`src/rtl/frame_stats.sv`:
```
module frame_stats #(
  parameter int CW      = 12,
  parameter int SUM_W   = 32,
  parameter int SAT_TH  = 4000,
  parameter int OVER_TH = 12000
) (
  input  logic          clk,
  input  logic          rst_n,
  input  logic          pix_valid,
  input  logic          pix_sof,
  input  logic          pix_eol,
  input  logic [CW-1:0] pix_r,
  input  logic [CW-1:0] pix_g,
  input  logic [CW-1:0] pix_b,
  input  logic          reg_wr,
  input  logic [3:0]    reg_addr,
  input  logic [31:0]   reg_wdata,
  output logic [31:0]   reg_rdata,
  output logic          stats_ready
);
  localparam int NACC = 8;
  localparam int IW   = CW + 2;
  localparam int PW   = 16;
  localparam logic [SUM_W-1:0] MAXV = {SUM_W{1'b1}};

  logic [31:0]      corner_a, corner_b, shad_a, shad_b;
  logic [PW-1:0]    xc, yc;
  logic             running;
  logic [SUM_W-1:0] acc [NACC];
  logic [SUM_W-1:0] res [NACC];
  logic [IW-1:0]    inc [NACC];

  wire          start  = pix_valid && pix_sof;
  wire [31:0]   win_a  = pix_sof ? corner_a : shad_a;
  wire [31:0]   win_b  = pix_sof ? corner_b : shad_b;
  wire [PW-1:0] ax = win_a[31:16], bx = win_b[31:16];
  wire [PW-1:0] ay = win_a[15:0],  by = win_b[15:0];
  wire [PW-1:0] x_lo = (ax < bx) ? ax : bx;
  wire [PW-1:0] x_hi = (ax < bx) ? bx : ax;
  wire [PW-1:0] y_lo = (ay < by) ? ay : by;
  wire [PW-1:0] y_hi = (ay < by) ? by : ay;
  wire [PW-1:0] cur_x = pix_sof ? '0 : xc;
  wire [PW-1:0] cur_y = pix_sof ? '0 : yc;
  wire in_win = pix_valid && (pix_sof || running) &&
                cur_x >= x_lo && cur_x <= x_hi && cur_y >= y_lo && cur_y <= y_hi;
  wire [IW-1:0] sum3 = IW'(pix_r) + IW'(pix_g) + IW'(pix_b);

  always_comb begin
    inc[0] = sum3;
    inc[1] = IW'(sum3 > IW'(OVER_TH));
    inc[2] = IW'(pix_r);
    inc[3] = IW'(pix_g);
    inc[4] = IW'(pix_b);
    inc[5] = IW'(pix_r > CW'(SAT_TH));
    inc[6] = IW'(pix_g > CW'(SAT_TH));
    inc[7] = IW'(pix_b > CW'(SAT_TH));
  end

  function automatic logic [SUM_W-1:0] sat_add(input logic [SUM_W-1:0] a, input logic [IW-1:0] b);
    logic [SUM_W:0] s;
    s = {1'b0, a} + (SUM_W+1)'(b);
    return s[SUM_W] ? MAXV : s[SUM_W-1:0];
  endfunction

  always_ff @(posedge clk) begin
    if (!rst_n) begin
      corner_a <= '0; corner_b <= '0;
      shad_a <= '0;   shad_b <= '0;
      xc <= '0; yc <= '0;
      running <= 1'b0;
      stats_ready <= 1'b0;
    end else begin
      if (reg_wr && reg_addr == 4'd0) corner_a <= reg_wdata;
      if (reg_wr && reg_addr == 4'd1) corner_b <= reg_wdata;
      stats_ready <= start && running;
      if (start) begin
        shad_a <= corner_a;
        shad_b <= corner_b;
        running <= 1'b1;
      end
      if (pix_valid) begin
        xc <= pix_eol ? '0 : cur_x + 1'b1;
        yc <= pix_eol ? cur_y + 1'b1 : cur_y;
      end
    end
  end

  for (genvar i = 0; i < NACC; i++) begin : g_acc
    always_ff @(posedge clk) begin
      if (!rst_n) begin
        acc[i] <= '0;
        res[i] <= '0;
      end else begin
        if (start) acc[i] <= in_win ? SUM_W'(inc[i]) : '0;
        else if (in_win) acc[i] <= sat_add(acc[i], inc[i]);
        if (start && running) res[i] <= acc[i];
      end
    end

    p_no_wrap_r10: assert property (@(posedge clk) disable iff (!rst_n)
      (pix_valid && !pix_sof) |=> acc[i] >= $past(acc[i]));
    p_idle_hold_r11: assert property (@(posedge clk) disable iff (!rst_n)
      !pix_valid |=> $stable(acc[i]));
    p_result_hold_r8: assert property (@(posedge clk) disable iff (!rst_n)
      !stats_ready |-> $stable(res[i]));
  end

  always_comb begin
    case (reg_addr)
      4'd0:    reg_rdata = corner_a;
      4'd1:    reg_rdata = corner_b;
      4'd2:    reg_rdata = 32'(res[0]);
      4'd3:    reg_rdata = 32'(res[1]);
      4'd4:    reg_rdata = 32'(res[2]);
      4'd5:    reg_rdata = 32'(res[3]);
      4'd6:    reg_rdata = 32'(res[4]);
      4'd7:    reg_rdata = 32'(res[5]);
      4'd8:    reg_rdata = 32'(res[6]);
      4'd9:    reg_rdata = 32'(res[7]);
      default: reg_rdata = '0;
    endcase
  end

  p_ready_cause_r8: assert property (@(posedge clk) disable iff (!rst_n)
    stats_ready |-> $past(pix_valid && pix_sof));
  p_shadow_hold_r9: assert property (@(posedge clk) disable iff (!rst_n)
    !(pix_valid && pix_sof) |=> ($stable(shad_a) && $stable(shad_b)));
endmodule

```
`config.mk`:
```
export PLATFORM = sky130hd
export DESIGN_NAME = frame_stats
export DESIGN_NICKNAME = d
export VERILOG_FILES = /design/src/rtl/frame_stats.sv
export SDC_FILE = /design/constraint.sdc
export NUM_CORES = 2
export LEC_CHECK = 0
export ABC_CLOCK_PERIOD_IN_PS = 11200
export BUFFER_PORTS_ARGS = -buffer_cell sky130_fd_sc_hd__buf_2
export CAP_MARGIN = 20
export CORE_MARGIN = 2
export CORE_UTILIZATION = 35
export CTS_CLUSTER_DIAMETER = 200
export DETAILED_ROUTE_END_ITERATION = 8
export GPL_TIMING_DRIVEN = 0
export PLACE_DENSITY_LB_ADDON = 0.1
export SYNTH_ARGS = -nofsm -noshare
export SYNTH_HDL_FRONTEND = slang
export SYNTH_SLANG_ARGS = --single-unit
```
`constraint.sdc`:
```
create_clock -name clk -period 11.2 [get_ports clk]
set_input_delay 0 -clock clk [delete_from_list [all_inputs] [get_ports clk]]
set_output_delay 0 -clock clk [all_outputs]
set_load 0.02 [all_outputs]
```
# ---- After elaboration in Yosys (flattened, before gate mapping)
# Memories as Yosys holds them, arrays and structs flattened.
# Index checks and enable logic that the tools add are counted.
dict set report totals {
  memories 2
  ff_bits 162
  output_inout_bits 33
  wordCells 138
  mem_bits_rw 512
}
dict set report op_classes {
  n_eq_ne 9
  addsub 12
  reduce_logical 11
  n_bitwise 24
  n_lt_le_gt_ge 10
  muxes 62
}
# name depth word_bits read_ports rd_ports_with_merged_regs write_ports line
set memory_table {}
lappend memory_table {acc 8 32 8 0 8 29} ;# logic [SUM_W-1:0] acc [NACC];
lappend memory_table {res 8 32 8 0 8 30} ;# logic [SUM_W-1:0] res [NACC];
# op count
set op_table {}
lappend op_table {{$mux 32} 34}
lappend op_table {{$pmux 32 s10} 1}
lappend op_table {{$add 32x1->33} 4}
lappend op_table {{$mux 16} 8}
lappend op_table {{$add 32x12->33} 3}
lappend op_table {{$gt 12x12->1 const B} 3}
lappend op_table {{$mux 12} 3}
lappend op_table {{$add 32x14->33} 1}
lappend op_table {{$add 16x1->16 const B} 2}
lappend op_table {{$ge 16x16->1} 2}
lappend op_table {{$le 16x16->1} 2}
lappend op_table {{$lt 16x16->1} 2}
lappend op_table {{$or 1x1->1} 24}
lappend op_table {{$eq 4x3->1 const B} 4}
lappend op_table {{$mux 1} 15}
lappend op_table {{$add 13x12->14} 1}
lappend op_table {{$gt 14x14->1 const B} 1}
lappend op_table {{$mux 14} 1}
lappend op_table {{$add 12x12->13} 1}
lappend op_table {{$logic_and 1x1->1} 9}
lappend op_table {{$eq 4x2->1 const B} 2}
lappend op_table {{$eq 4x4->1 const B} 2}
lappend op_table {{$eq 4x1->1 const B} 1}
lappend op_table {{$logic_not 4->1} 1}
lappend op_table {{$logic_or 1x1->1} 1}

# ---- Logic depth before layout (Yosys ltp)
dict set report depth {
  word_depth 13
  mapped_depth 27
  mapped_depth_nobuf 22
}

# ---- Worst setup path before layout
# OpenSTA, ideal clock, no wires.
dict set report synth_path {
  kind {in2reg}
  startpoint {in pix_sof}
  endpoint {mem acc[0][0] (enable)}
  setup_slack_ns 1.416
  path_stages 23
  arrival_ns 8.034
  required_time_ns 9.450
  n_path_buf 6
  cell_sequence {clkbuf_1 > buf_2 > clkbuf_1 > buf_1 > mux2_2 > ha_1 > a21oi_1 > o21ai_0 > o21a_1 > o21ai_0 > a21oi_1 > or3_1 > buf_2 > buf_2 > mux2i_1 > ha_1 > a211oi_1 > nor2_1 > a211o_1 > a211oi_1 > nor4_2 > nand3_2 > nand2_1}
}
# item line
set synth_lines {}
lappend synth_lines {{start, declared} 10} ;# input logic pix_sof,
lappend synth_lines {{end, declared} 29}

==> flow_summary.json <==
{
  "syn_nets": 3933,
  "cp_common_cell": "buf_2",
  "first_global_vias": 28460,
  "hp-start": "reg_addr[3]",
  "tightest_slew_ps": 1226,
  "seqPwrFrac_pct": 45.0,
  "yosysWarnings": 0,
  "cts_buffers": 81,
  "slowest_stage": "clkbuf_1",
  "wl_um": 142300,
  "r2r_end": "acc[0][117]",
  "dieArea_um2": 111600,
  "ios": 111,
  "reg2reg_depth": 22,
  "path_buf_inv": 10,
  "crit_cells": 27,
  "power_density_nw_per_um2": 155.0,
  "dr.first_iter.drc_count": 3009,
  "fin_area_um2": 44090,
  "grt_max_degree": 58,
  "fillCellCount": 10630,
  "finalSetupViolCount": 0,
  "hold_depth": 6,
  "gp_congestion": 0.9512,
  "start_util_pct": 35.17,
  "row_count": 121,
  "reg2reg_slack_ps": 4650,
  "cts-root-buf": "clkbuf_16",
  "detail-route-antenna-nets": 0,
  "fp.dieW_um": 334.1,
  "hold_end": "corner_a[1]",
  "p_int_mw": 4.834,
  "power_switching_share_pct": 29.25,
  "hpwl_um": 109000,
  "seqCellArea_um2": 18620,
  "final_cell_mix": "512 x edfxtp_1, 420 x nand2_1, 279 x a21oi_1, 271 x and2_1, 201 x nor2_1",
  "min_period_ps": 8113,
  "crit_type": "primary input to register",
  "period_share_pct": 72.44,
  "tritoncts": "yes",
  "power_leakage_nw": 16.37,
  "ys_types": 93,
  "syn_area_um2": 38130,
  "cpPeakStageDelay_ps": 800,
  "status": "complete, no violations",
  "vias": 29900,
  "multi_input_area_um2": 18280,
  "endpoint_kind": "register",
  "clk-insertion-delay-late_ps": 650,
  "yosysSeqAreaShare_pct": 48.83,
  "drv_slew": 0,
  "vias_per_cell": 5.506,
  "grt_overflow": 0,
  "syn_to_final_growth_pct": 15.64,
  "drive_gt1_share_pct": 12.58,
  "synth_area_leaders": "edfxtp_1 40%, dfxtp_1 8.5%, ha_1 5.4%",
  "hold_path_class": "primary input to register",
  "clock-sinks": 674,
  "startpoint_type": "primary input",
  "die_y_um": 334.1,
  "antenna_found_initial": 11,
  "peakVddDrop_mv": 0.09490,
  "yosysTopAreaCell": "edfxtp_1",
  "clock_skew_ps": 26.70,
  "clock_power_share_pct": 39.1,
  "critPathArrivalTime_ps": 8440,
  "grt_pass1_wl_um": 203700,
  "track_usage_pct": 25.11,
  "synth_top_area_share_pct": 40.33,
  "nets": 4211,
  "rsz0062_at_grt": "no",
  "post_cts_buffers": 0,
  "wl_per_cell_um": 26.19,
  "route.detailed.drc": 0,
  "clock_path_buffers": 3,
  "core_um2": 108400,
  "place_area_um2": 40750,
  "avgSynthCellArea_um2": 10.38,
  "critPathMaxFanout": 10,
  "clock.fmax_mhz": 123.3,
  "cts.reportedPaths.clkPinSlew_ps": 60,
  "path_delay_family": "buffers and inverters",
  "synthCells": 3673,
  "cap_viol_max_count": 0,
  "synth_edf_count": 512,
  "synth-main-ff-cell": "edfxtp_1",
  "async_flop_share_pct": 0,
  "ys_ff_latch": 674,
  "port_buffers": 110,
  "dr.pass1.iters": 6,
  "hold_viol": 0,
  "r2r_start": "corner_b[25]",
  "h-tree-depth": 3,
  "switchingPower_mw": 1.998,
  "final_common_cell": "edfxtp_1",
  "cp.required_ps": 11530,
  "relSlewSlack_pct": 17.97,
  "pwr-share-comb_pct": 15.9,
  "setup_tns_ps": 0
}
==> Yosys cell counts, types with 87 or more instances <==
library cell  number
edfxtp_1         512
nand2_1          423
a21oi_1          279
and2_1           271
nor2_1           201
ha_1             165
dfxtp_1          162
clkbuf_1         114
a21oi_2          111
xor2_1           107
a22oi_1           99
nand3_1           98
inv_1             87
xnor2_1           87
==> sequential cells by signal, indices dropped and copies added, names as in the netlist <==
register     count
stats_ready      1
corner_a        32
xc              16
shad_b          32
running          1
res            256
acc            256
corner_b        32
yc              16
shad_a          32
==> worst reg2reg max path, cell delays in order (launching register included) <==
cell	delay (ps)
dfxtp_1	340
mux2i_1	360
ha_1	330
a21o_1	180
a21o_1	160
a21oi_1	140
o211ai_1	100
a41oi_1	240
buf_2	320
buf_2	280
nand2_1	80
o21ai_0	100
ha_1	290
a21oi_1	120
o21ai_0	100
a221oi_1	350
nor2_1	110
nor4_2	580
nand3_2	360
nand2_4	630
buf_16	310
buf_16	320
buf_16	310
==> what timing repair did <==
action / in CTS / in global routing
resized for setup: 0 / 0
hold buffers: 72 / 0
hold endpoints to repair: 105 / 0
==> logic make-up after synthesis <==
kind of cell / Yosys count / share of synthesized area (%)
AOI/OAI and AO/OA: 839 / 14.93
xor gates and xnor gates: 194 / 4.457
adders and majority gates: 182 / 6.307
buffers and inverters: 282 / 3.288
DFF: 674 / 48.83
muxes: 135 / 3.767
and+or+nand+nor: 1367 / 18.42
==> routing by layer <==
metal | share of wire (%) | global-route usage, %
met4 | 3.9 | 8.923
met2 | 46 | 40.58
met3 | 5.9 | 3.966
met1 | 44 | 34.04
met5 | 0.051 | 0
==> worst max-delay path by stage <==
| stage | slack (ps) | from | endpoint |
|---|---|---|---|
| 2_1_floorplan | 1420 | pix_sof | acc[0][0] |
| 3_3_place_gp | -4960 | pix_sof | acc[0][118] |
| 3_5_place_dp | 2250 | pix_sof | acc[0][86] |
| 4_1_cts | 2940 | pix_sof | acc[0][86] |
| 5_1_grt | 2440 | pix_sof | acc[0][116] |
| 6_report | 3090 | pix_sof | acc[0][86] |
==> power by group through the flow <==
stage          registers (mW)  logic, mW  clock network, mW
2_1_floorplan            3.06      0.739                  0
3_3_place_gp             3.18       1.04                  0
3_5_place_dp             3.12       1.06                  0
4_1_cts                  3.07       1.08               2.71
5_1_grt                  3.09       1.19               2.80
6_report                 3.07       1.09               2.67
==> area by class of cell <==
| type | instances | share of cell area [%] |
|---|---|---|
| antenna | 2 | 0.01135 |
| buffer | 193 | 2.089 |
| clock buffer | 97 | 4.944 |
| clock inverter | 50 | 0.9932 |
| inverter | 89 | 0.7577 |
| multi-input combinational | 2717 | 41.47 |
| sequential | 674 | 42.23 |
| tap | 1414 | 4.013 |
| timing repair buffer | 195 | 3.496 |
==> stage by stage <==
step / worst slack, ps / utilization, % / cells / hold WS, ps / total power, mW
final: 3087 / 40.67 / 5431 / 131.7 / 6.833
after global routing: 2437 / 40.67 / 5429 / 129.3 / 7.089
after CTS: 2945 / 40.67 / 5429 / 72.61 / 6.869
after detailed placement: 2248 / 37.59 / 5210 / 260.3 / 4.180
after global placement: -4957 / 37.31 / 5197 / 258.8 / 4.220
after floorplan: 1416 / - / 3673 / 121.7 / 3.798
(Power assumes the default switching activity.)
